--- src/rtl/pwm_timer_pkg.sv ---
package pwm_timer_pkg;
  typedef enum logic [2:0] {
    MODE_SINGLE = 3'd0,
    MODE_RELOAD = 3'd1,
    MODE_FREE   = 3'd2,
    MODE_EVENT  = 3'd3
  } timerMode_e;

  // strobes from control to datapath, one cycle each
  typedef struct packed {
    logic loadCycle;
    logic decrement;
    logic rearm;
    logic snapshot;
  } dpStrobes_t;
endpackage

--- src/rtl/pwm_timer_ctrl.sv ---
module pwm_timer_ctrl
  import pwm_timer_pkg::*;
#(
  parameter int PRE_W = 4
) (
  input  logic       clk,
  input  logic       rstN,
  input  logic [2:0] modeSel,
  input  logic [1:0] prescaleSel,
  input  logic       clkSel,
  input  logic       pauseIn,
  input  logic       restartIn,
  input  logic       eventIn,
  input  logic       cascadeTick,
  input  logic       snapReq,
  input  logic [1:0] intWidth,
  input  logic       intPolarity,
  input  logic       intClear,
  input  logic       countIsZero,
  input  logic       countIsOne,
  output dpStrobes_t strobes,
  output logic       irqOut,
  output logic       zeroTick
);
  localparam int PULSE_W = 4;

  logic [PRE_W-1:0]   preCnt;
  logic [PRE_W-1:0]   preMask;
  logic [PULSE_W-1:0] pulseCnt;
  logic [PULSE_W-1:0] pulseLen;
  logic running, localTick, rawTick, tick, zeroEvent, irqLevel, irqActive;
  logic modeValid, stopsAtZero;

  always_comb begin
    unique case (prescaleSel)
      2'd0:    preMask = PRE_W'(0);
      2'd1:    preMask = PRE_W'(1);
      2'd2:    preMask = PRE_W'(3);
      default: preMask = PRE_W'(15);
    endcase
    unique case (intWidth)
      2'd1:    pulseLen = PULSE_W'(2);
      2'd2:    pulseLen = PULSE_W'(4);
      default: pulseLen = PULSE_W'(8);
    endcase
  end

  assign localTick   = ((preCnt & preMask) == preMask);
  assign modeValid   = (modeSel <= 3'd3);
  assign stopsAtZero = (modeSel == MODE_SINGLE) || (modeSel == MODE_EVENT);
  assign rawTick     = (modeSel == MODE_EVENT) ? eventIn
                     : (clkSel ? cascadeTick : localTick);
  assign tick        = running && !pauseIn && modeValid && rawTick;
  assign zeroEvent   = !restartIn && tick && countIsOne;

  always_comb begin
    strobes          = '0;
    strobes.snapshot = snapReq;
    if (restartIn) begin
      strobes.loadCycle = 1'b1;
      strobes.rearm     = 1'b1;
    end else if (tick) begin
      if (!countIsZero)                 strobes.decrement = 1'b1;
      else if (modeSel == MODE_RELOAD)  strobes.loadCycle = 1'b1;
      else if (modeSel == MODE_FREE)    strobes.decrement = 1'b1;
    end
  end

  always_ff @(posedge clk) begin
    if (!rstN) begin
      preCnt   <= '0;
      running  <= 1'b0;
      zeroTick <= 1'b0;
      irqLevel <= 1'b0;
      pulseCnt <= '0;
    end else begin
      if (restartIn)     preCnt <= '0;
      else if (!pauseIn) preCnt <= preCnt + 1'b1;

      if (restartIn)                     running <= 1'b1;
      else if (zeroEvent && stopsAtZero) running <= 1'b0;

      zeroTick <= zeroEvent;

      if (zeroEvent && intWidth == 2'd0) irqLevel <= 1'b1;
      else if (intClear)                 irqLevel <= 1'b0;

      if (zeroEvent && intWidth != 2'd0) pulseCnt <= pulseLen;
      else if (pulseCnt != '0)           pulseCnt <= pulseCnt - 1'b1;
    end
  end

  assign irqActive = (intWidth == 2'd0) ? irqLevel : (pulseCnt != '0);
  assign irqOut    = irqActive ^ intPolarity;

  // a zero event raises the interrupt and the zero tick on the next edge
  a_r9_irq_on_zero: assert property (@(posedge clk) disable iff (!rstN)
    zeroEvent |=> (zeroTick && irqActive));
  // the zero tick never lasts two cycles
  a_r13_tick_single_cycle: assert property (@(posedge clk) disable iff (!rstN)
    zeroTick |=> !zeroTick);
endmodule

--- src/rtl/pwm_timer_datapath.sv ---
module pwm_timer_datapath
  import pwm_timer_pkg::*;
#(
  parameter int CNT_W = 32
) (
  input  logic             clk,
  input  logic             rstN,
  input  dpStrobes_t       strobes,
  input  logic [CNT_W-1:0] cycleValue,
  input  logic [CNT_W-1:0] pwmCompare,
  input  logic             readSel,
  output logic [CNT_W-1:0] countLive,
  output logic [CNT_W-1:0] countRead,
  output logic             countIsZero,
  output logic             countIsOne,
  output logic             pwmOut
);
  logic [CNT_W-1:0] count, snapReg, nextCount;
  logic             compareHit;

  assign nextCount  = strobes.loadCycle ? cycleValue : (count - 1'b1);
  assign compareHit = (nextCount == pwmCompare) && (nextCount != '0);

  always_ff @(posedge clk) begin
    if (!rstN) begin
      count   <= '0;
      snapReg <= '0;
      pwmOut  <= 1'b0;
    end else begin
      if (strobes.snapshot) snapReg <= count;
      if (strobes.loadCycle || strobes.decrement) begin
        count <= nextCount;
        if (strobes.rearm)        pwmOut <= compareHit;
        else if (nextCount == '0) pwmOut <= 1'b0;
        else if (compareHit)      pwmOut <= 1'b1;
      end
    end
  end

  assign countLive   = count;
  assign countRead   = readSel ? count : snapReg;
  assign countIsZero = (count == '0);
  assign countIsOne  = (count == CNT_W'(1));

  // the PWM output is low whenever the count sits at zero
  a_r8_pwm_low_at_zero: assert property (@(posedge clk) disable iff (!rstN)
    countIsZero |-> !pwmOut);
endmodule

--- src/rtl/pwm_down_timer.sv ---
module pwm_down_timer
  import pwm_timer_pkg::*;
#(
  parameter int CNT_W = 32
) (
  input  logic             clk,
  input  logic             rstN,
  input  logic [2:0]       modeSel,
  input  logic [1:0]       prescaleSel,
  input  logic             clkSel,
  input  logic             pauseIn,
  input  logic             restartIn,
  input  logic             eventIn,
  input  logic             cascadeTick,
  input  logic             snapReq,
  input  logic             readSel,
  input  logic [CNT_W-1:0] cycleValue,
  input  logic [CNT_W-1:0] pwmCompare,
  input  logic [1:0]       intWidth,
  input  logic             intPolarity,
  input  logic             intClear,
  output logic [CNT_W-1:0] countRead,
  output logic             pwmOut,
  output logic             irqOut,
  output logic             zeroTick
);
  dpStrobes_t       strobes;
  logic [CNT_W-1:0] countLive;
  logic             countIsZero, countIsOne;

  pwm_timer_ctrl #(.PRE_W(4)) uCtrl (
    .clk(clk), .rstN(rstN), .modeSel(modeSel), .prescaleSel(prescaleSel),
    .clkSel(clkSel), .pauseIn(pauseIn), .restartIn(restartIn),
    .eventIn(eventIn), .cascadeTick(cascadeTick), .snapReq(snapReq),
    .intWidth(intWidth), .intPolarity(intPolarity), .intClear(intClear),
    .countIsZero(countIsZero), .countIsOne(countIsOne),
    .strobes(strobes), .irqOut(irqOut), .zeroTick(zeroTick)
  );

  pwm_timer_datapath #(.CNT_W(CNT_W)) uData (
    .clk(clk), .rstN(rstN), .strobes(strobes), .cycleValue(cycleValue),
    .pwmCompare(pwmCompare), .readSel(readSel), .countLive(countLive),
    .countRead(countRead), .countIsZero(countIsZero),
    .countIsOne(countIsOne), .pwmOut(pwmOut)
  );

  // a pause without restart keeps the count where it is
  a_r11_pause_holds: assert property (@(posedge clk) disable iff (!rstN)
    (pauseIn && !restartIn) |=> $stable(countLive));
  // single-shot mode stays at zero
  a_r4_single_stops: assert property (@(posedge clk) disable iff (!rstN)
    (modeSel == MODE_SINGLE && countLive == '0 && !restartIn) |=> (countLive == '0));
  // event mode moves only on an event strobe
  a_r7_event_only: assert property (@(posedge clk) disable iff (!rstN)
    (modeSel == MODE_EVENT && !eventIn && !restartIn) |=> $stable(countLive));
endmodule

--- config.mk ---
export PLATFORM = sky130hd
export DESIGN_NAME = pwm_down_timer
export DESIGN_NICKNAME = d
export VERILOG_FILES = /design/src/rtl/pwm_timer_pkg.sv /design/src/rtl/pwm_timer_ctrl.sv /design/src/rtl/pwm_timer_datapath.sv /design/src/rtl/pwm_down_timer.sv
export SDC_FILE = /design/constraint.sdc
export NUM_CORES = 1
export LEC_CHECK = 0
export BUFFER_PORTS_ARGS = -buffer_cell sky130_fd_sc_hd__buf_2
export CORE_MARGIN = 2
export CORE_UTILIZATION = 55
export CTS_CLUSTER_DIAMETER = 50
export DETAILED_ROUTE_END_ITERATION = 8
export GPL_TIMING_DRIVEN = 0
export PLACE_DENSITY = 0.91
export SLEW_MARGIN = 20
export SYNTH_ARGS = -nofsm -noshare
export SYNTH_HDL_FRONTEND = slang
export SYNTH_SLANG_ARGS = --single-unit
--- constraint.sdc ---
create_clock -name clk -period 7.6 [get_ports clk]
set_clock_uncertainty 0.05 [all_clocks]
set_input_delay 0.76 -clock clk [delete_from_list [all_inputs] [get_ports clk]]
set_output_delay 0.76 -clock clk [all_outputs]
set_load 0.05 [all_outputs]
# After elaboration in Yosys (flattened, before gate mapping)
# Cells that the tools add are included.
[classes] n_addsub=3 order_cmp=1 eq_ne=10 n_mux=25 bitwise_logic=3 reduce_logical=27
[op_table] cell="logical NOT 32 bit" n=2
[op_table] cell="two-way mux 32 bit" n=2
[op_table] cell="== test 32 x 1 -> 1 bit (second input constant)" n=1
[op_table] cell="== test 32 bit" n=1
[op_table] cell="nonzero test 32 bit" n=1
[op_table] cell="subtractor 32 x 1 -> 32 bit (second input constant)" n=1
[op_table] cell="two-way mux 1 bit" n=18
[op_table] cell="one-hot mux 4 bit (3 select lines)" n=1
[op_table] cell="logical AND 1 bit" n=9
[op_table] cell="two-way mux 4 bit" n=2
[op_table] cell="one-hot mux 4 bit (2 select lines)" n=1
[op_table] cell="nonzero test 2 bit" n=4
[op_table] cell="== test 3 x 2 -> 1 bit (second input constant)" n=2
[op_table] cell="adder 4 x 1 -> 4 bit (second input constant)" n=1
[op_table] cell="bitwise AND 4 bit" n=1
[op_table] cell="== test 2 x 1 -> 1 bit (second input constant)" n=2
[op_table] cell="== test 2 bit (second input constant)" n=2
[op_table] cell="== test 4 bit" n=1
[op_table] cell="logical NOT 2 bit" n=2
[op_table] cell="nonzero test 4 bit" n=1
[op_table] cell="subtractor 4 x 1 -> 4 bit (second input constant)" n=1
[op_table] cell="== test 3 x 1 -> 1 bit (second input constant)" n=1
[op_table] cell="less-or-equal comparator 3 x 2 -> 1 bit (second input constant)" n=1
[op_table] cell="logical NOT 3 bit" n=1
[op_table] cell="8 further kinds" n=10
[word_totals] reg_bits=76 out_inout_bits=35 elab_cells=77

# Depth between registers and ports, before layout
[logic_depth] depth_word=15 mapped_depth=14 depth_no_buf=11

# Hierarchy
# Synthesis repeated with hierarchy kept, for this count alone.
[hier_totals] cells_unflattened=769 area_unflattened_um2=6338.6
[modules_own_cells] module="pwm_timer_datapath" instances=1 cells_per_inst=685 area_each_um2=5576.6
[modules_own_cells] module="pwm_timer_ctrl" instances=1 cells_per_inst=84 area_each_um2=762.0

# Least setup slack after synthesis
# No wires, ideal clock.
[synth_path] path_type="input -> register" startpoint="input port prescaleSel[1]" endpoint="register uData.pwmOut" setup_time_ns=0.075 t_arrival_ns=3.282 t_required_ns=7.475 setup_slack_ns=4.193 stages=12 n_path_buf=2 cell_sequence="o21ba_2 a311o_1 a21oi_1 a31oi_1 buf_2 clkbuf_1 a211oi_1 a31oi_1 a221oi_1 nand4_1 or4_1 a22oi_2"
[synth_between] elab_chain_len=14
[synth_lines] item="start: declaration" line="pwm_down_timer.sv:9" text="input logic [1:0] prescaleSel,"
[synth_lines] item="== test 2 bit (tied with other cells)" line="pwm_timer_ctrl.sv:35" text="unique case (prescaleSel)"
[synth_lines] item="one-hot mux 4 bit (3 select lines) (*)" line="pwm_timer_ctrl.sv:35"
[synth_lines] item="bitwise AND 4 bit" line="pwm_timer_ctrl.sv:48" text="assign localTick = ((preCnt & preMask) == preMask);"
[synth_lines] item="== test 4 bit (*)" line="pwm_timer_ctrl.sv:48"
[synth_lines] item="two-way mux 1 bit (*)" line="pwm_timer_ctrl.sv:52" text=": (clkSel ? cascadeTick : localTick);"
[synth_lines] item="two-way mux 1 bit (*)" line="pwm_timer_ctrl.sv:51" text="assign rawTick = (modeSel == MODE_EVENT) ? eventIn"
[synth_lines] item="logical AND 1 bit (*)" line="pwm_timer_ctrl.sv:53" text="assign tick = running && !pauseIn && modeValid && rawTick;"
[synth_lines] item="two-way mux 2 bit (*)" line="pwm_timer_ctrl.sv:62" text="end else if (tick) begin"
[synth_lines] item="two-way mux 1 bit" line="pwm_timer_ctrl.sv:59" text="if (restartIn) begin"
[synth_lines] item="two-way mux 32 bit" line="pwm_timer_datapath.sv:21" text="assign nextCount = strobes.loadCycle ? cycleValue : (count - 1'b1);"
[synth_lines] item="== test 32 bit / nonzero test 32 bit (equally long branches)" line="pwm_timer_datapath.sv:22" text="assign compareHit = (nextCount == pwmCompare) && (nextCount != '0);"
[synth_lines] item="logical AND 1 bit" line="pwm_timer_datapath.sv:22"
[synth_lines] item="nonzero test 3 bit (no source line)"
[synth_lines] item="AND reduction 2 bit (no source line)"
[synth_lines] item="end signal: assignment" line="pwm_timer_datapath.sv:33" text="if (strobes.rearm) pwmOut <= compareHit;"
[synth_lines] item="end: declaration" line="pwm_timer_datapath.sv:16" text="output logic pwmOut"
# Every way passes the cells marked *; elsewhere a longest branch is shown, timed or not.
# A chain may end at the register's enable or synchronous reset.

# Final worst setup path
[layout_path] startpoint="register uData.count[0], in the netlist uData.countLive[0]" endpoint="register uData.pwmOut"
[layout_between] elab_chain_len=9
[layout_lines] item="start: declaration" line="pwm_timer_datapath.sv:18" text="logic [CNT_W-1:0] count, snapReg, nextCount;"
[layout_lines] item="start signal: assignment" line="pwm_timer_datapath.sv:32" text="count <= nextCount;"
[layout_lines] item="branches (longest 9 deep; another with subtractor 32 x 1 -> 32 bit)"
# Parallel ways; which one is timed is not known.

==> results.json <==
{
  "status": "complete, no violations",
  "yosys_warnings": 0,
  "cp_max_fo": 10,
  "fmax_mhz": 238,
  "antenna_found_initial": 0,
  "ys_types": 58,
  "drtIter0Drc": 466,
  "placement_rows": 35,
  "synthCells": 608,
  "synth.avg_cell_area_um2": 8.47,
  "ys.flop_type": "dfxtp_1",
  "crit_end": "uData.pwmOut",
  "start_util_pct": 56.3,
  "cts_resized": 0,
  "wl_um": 16300,
  "die_x_um": 101,
  "die-area_um2": 10200,
  "postSynthRegisterBits": 76,
  "cts_setup_buffers": 0,
  "grt_pass1_vias": 4917,
  "area_growth_syn_to_layout_pct": 16.8,
  "clk_pin_slew_ns": 0.08,
  "yosysSeqAreaShare_pct": 29.6,
  "top_layer": "met4",
  "grt_pass1_wl_um": 25000,
  "maxCapViolCount": 0,
  "wl_per_cell_um": 19.3,
  "timing.rr.end": "uData.pwmOut",
  "port_buffers": 114,
  "multi_input_area_um2": 3390,
  "start_kind": "register",
  "hold_viol_final": 0,
  "worstSetupPathType": "register to register",
  "vias": 5157,
  "cts_num_sinks": 76,
  "hpwl_um": 12400,
  "finalSetupTns_ns": 0,
  "htree_levels": 3,
  "first_pass_iters": 5,
  "crit_start": "uData.countLive[0]",
  "grt_max_degree": 12,
  "ff2ff_path_depth": 14,
  "timing.final.crit_share_pct": 55.3,
  "rrSetupSlack_ns": 3.39,
  "async_flop_share_pct": 0,
  "synth_edf_count": 0,
  "relSlewSlack_pct": 38.9,
  "synth_top_cell_by_area": "dfxtp_1",
  "nNetsFinal": 822,
  "routabilityCongestion": 1.03,
  "worst_pin_slew_ns": 0.909,
  "cts_tree": "built",
  "wl_met3_um": 1620,
  "cts_buffer_depth": 2,
  "clock_latency_ns": 0.37,
  "r2r_start": "uData.countLive[0]",
  "slew_violations": 0,
  "core_area_um2": 9150,
  "diodes": 0,
  "register_area_um2": 1520,
  "drc": 0,
  "yosys-top-cells-count": "dfxtp_1 (76), mux2i_1 (54), nand2_1 (53)",
  "track_usage_pct": 32.0,
  "die_h_um": 101,
  "rsz0062_at_grt": "no",
  "p_per_area_nw_per_um2": 189,
  "period_needed_ns": 4.21,
  "setup_viol": 0,
  "drive_gt1_share_pct": 23.9,
  "netlist_area_um2": 5150,
  "ios": 117,
  "cts_buffers": 9,
  "arrival_ns": 4.45,
  "worstPathRequired_ns": 7.84,
  "yosys.area.top_type_share_pct": 29.6,
  "n_fill_cell": 755,
  "hold_class": "register to register",
  "cts_root_buffer": "clkbuf_8",
  "synth_area_leaders": "dfxtp_1 (30%), mux2i_1 (10%), mux2_2 (7.4%)",
  "cellLeakagePower_nw": 2.66,
  "vias_per_cell": 6.09,
  "endpoint_kind": "register",
  "cts_hold_buf": 0,
  "met2_length_um": 7760,
  "ant_nets": 0,
  "yosysMostFrequentCell": "dfxtp_1",
  "synth_nets": 697,
  "fin_total_pwr_mw": 1.14,
  "ir_drop_uv": 99.8,
  "wl_met1_um": 6380,
  "overflow": 0
}
-- layout make-up --
class	instances	area share, %
Buffer	45	3.08
Clock buffer	11	2.35
Clock inverter	3	0.250
Inverter	13	0.811
Multi-Input combinational cell	474	56.4
Sequential cell	76	25.3
Tap cell	111	2.31
Timing Repair Buffer	114	9.49
-- metal layers --
layer  track usage (%)  up-vias
met3              4.79       50
met2              53.7      361
met1              41.0     2383
met4              13.2        0
li1                  -     2363
met5                 0        -
-- worst min-delay path by stage --
stage,cells past startpoint,from,to
final,2,uData.snapReg[8],uData.snapReg[8]
after floorplan,2,uCtrl.running,uCtrl.running
after detailed placement,2,uCtrl.running,uCtrl.running
after global routing,2,uData.snapReg[25],uData.snapReg[25]
after global placement,2,uData.snapReg[7],uData.snapReg[7]
after CTS,2,uCtrl.running,uCtrl.running
-- critical path, cell delays in order (launching register included) --
cell and delay, ns:
dfxtp_1 0.34, clkbuf_1 0.28, inv_1 0.16, ha_1 0.22, clkbuf_1 0.21, and3_1 0.27
a31oi_1 0.40, buf_6 0.26, clkbuf_1 0.53, nand2_1 0.12, o21ai_1 0.28, xor2_1 0.22
nand4_1 0.12, or4_1 0.54, a22oi_2 0.13
-- cell usage in the layout, fill, tap and decap left out, types with 16 or more instances in the layout --
cell,instances
buf_2,115
dfxtp_1,76
mux2i_1,54
nand2_1,53
nor2b_1,41
clkbuf_1,35
mux2_2,34
xnor2_1,34
o21ai_0,33
xor2_1,31
and2_1,27
nor2_1,27
nor3_1,16
-- sequential cells by signal, indices dropped and copies added (netlist names) --
register / cells
uCtrl.preCnt: 4
uData.countLive: 32
uCtrl.pulseCnt: 4
uCtrl.zeroTick: 1
uData.pwmOut: 1
uData.snapReg: 32
uCtrl.irqLevel: 1
uCtrl.running: 1
-- logic make-up after synthesis --
group	synth area share [%]
muxes	18.2
AOI/OAI and AO/OA	10.4
adders and majority gates	1.70
buffers and inverters	4.54
xor gates and xnor gates	11.1
DFF	29.6
and+or+nand+nor	24.5
-- report_power, final --
group / internal, mW / switching, mW
logic: 0.156 / 0.257
clock network: 0.122 / 0.153
registers: 0.425 / 0.0241
total: 0.703 / 0.434
-- stage by stage --
step / hold slack [ns] / setup WS, ns / instance area [µm²] / instances / util (%)
4_1_cts: 0.467 / 3.57 / 6010 / 847 / 65.7
2_1_floorplan: 0.428 / 4.19 / 5150 / 608 / -
6_report: 0.468 / 3.39 / 6010 / 847 / 65.7
3_3_place_gp: 0.440 / 3.64 / 5860 / 833 / 64.0
5_1_grt: 0.492 / 3.22 / 6010 / 847 / 65.7
3_5_place_dp: 0.449 / 3.59 / 5860 / 833 / 64.0
(Power assumes the default switching activity.)
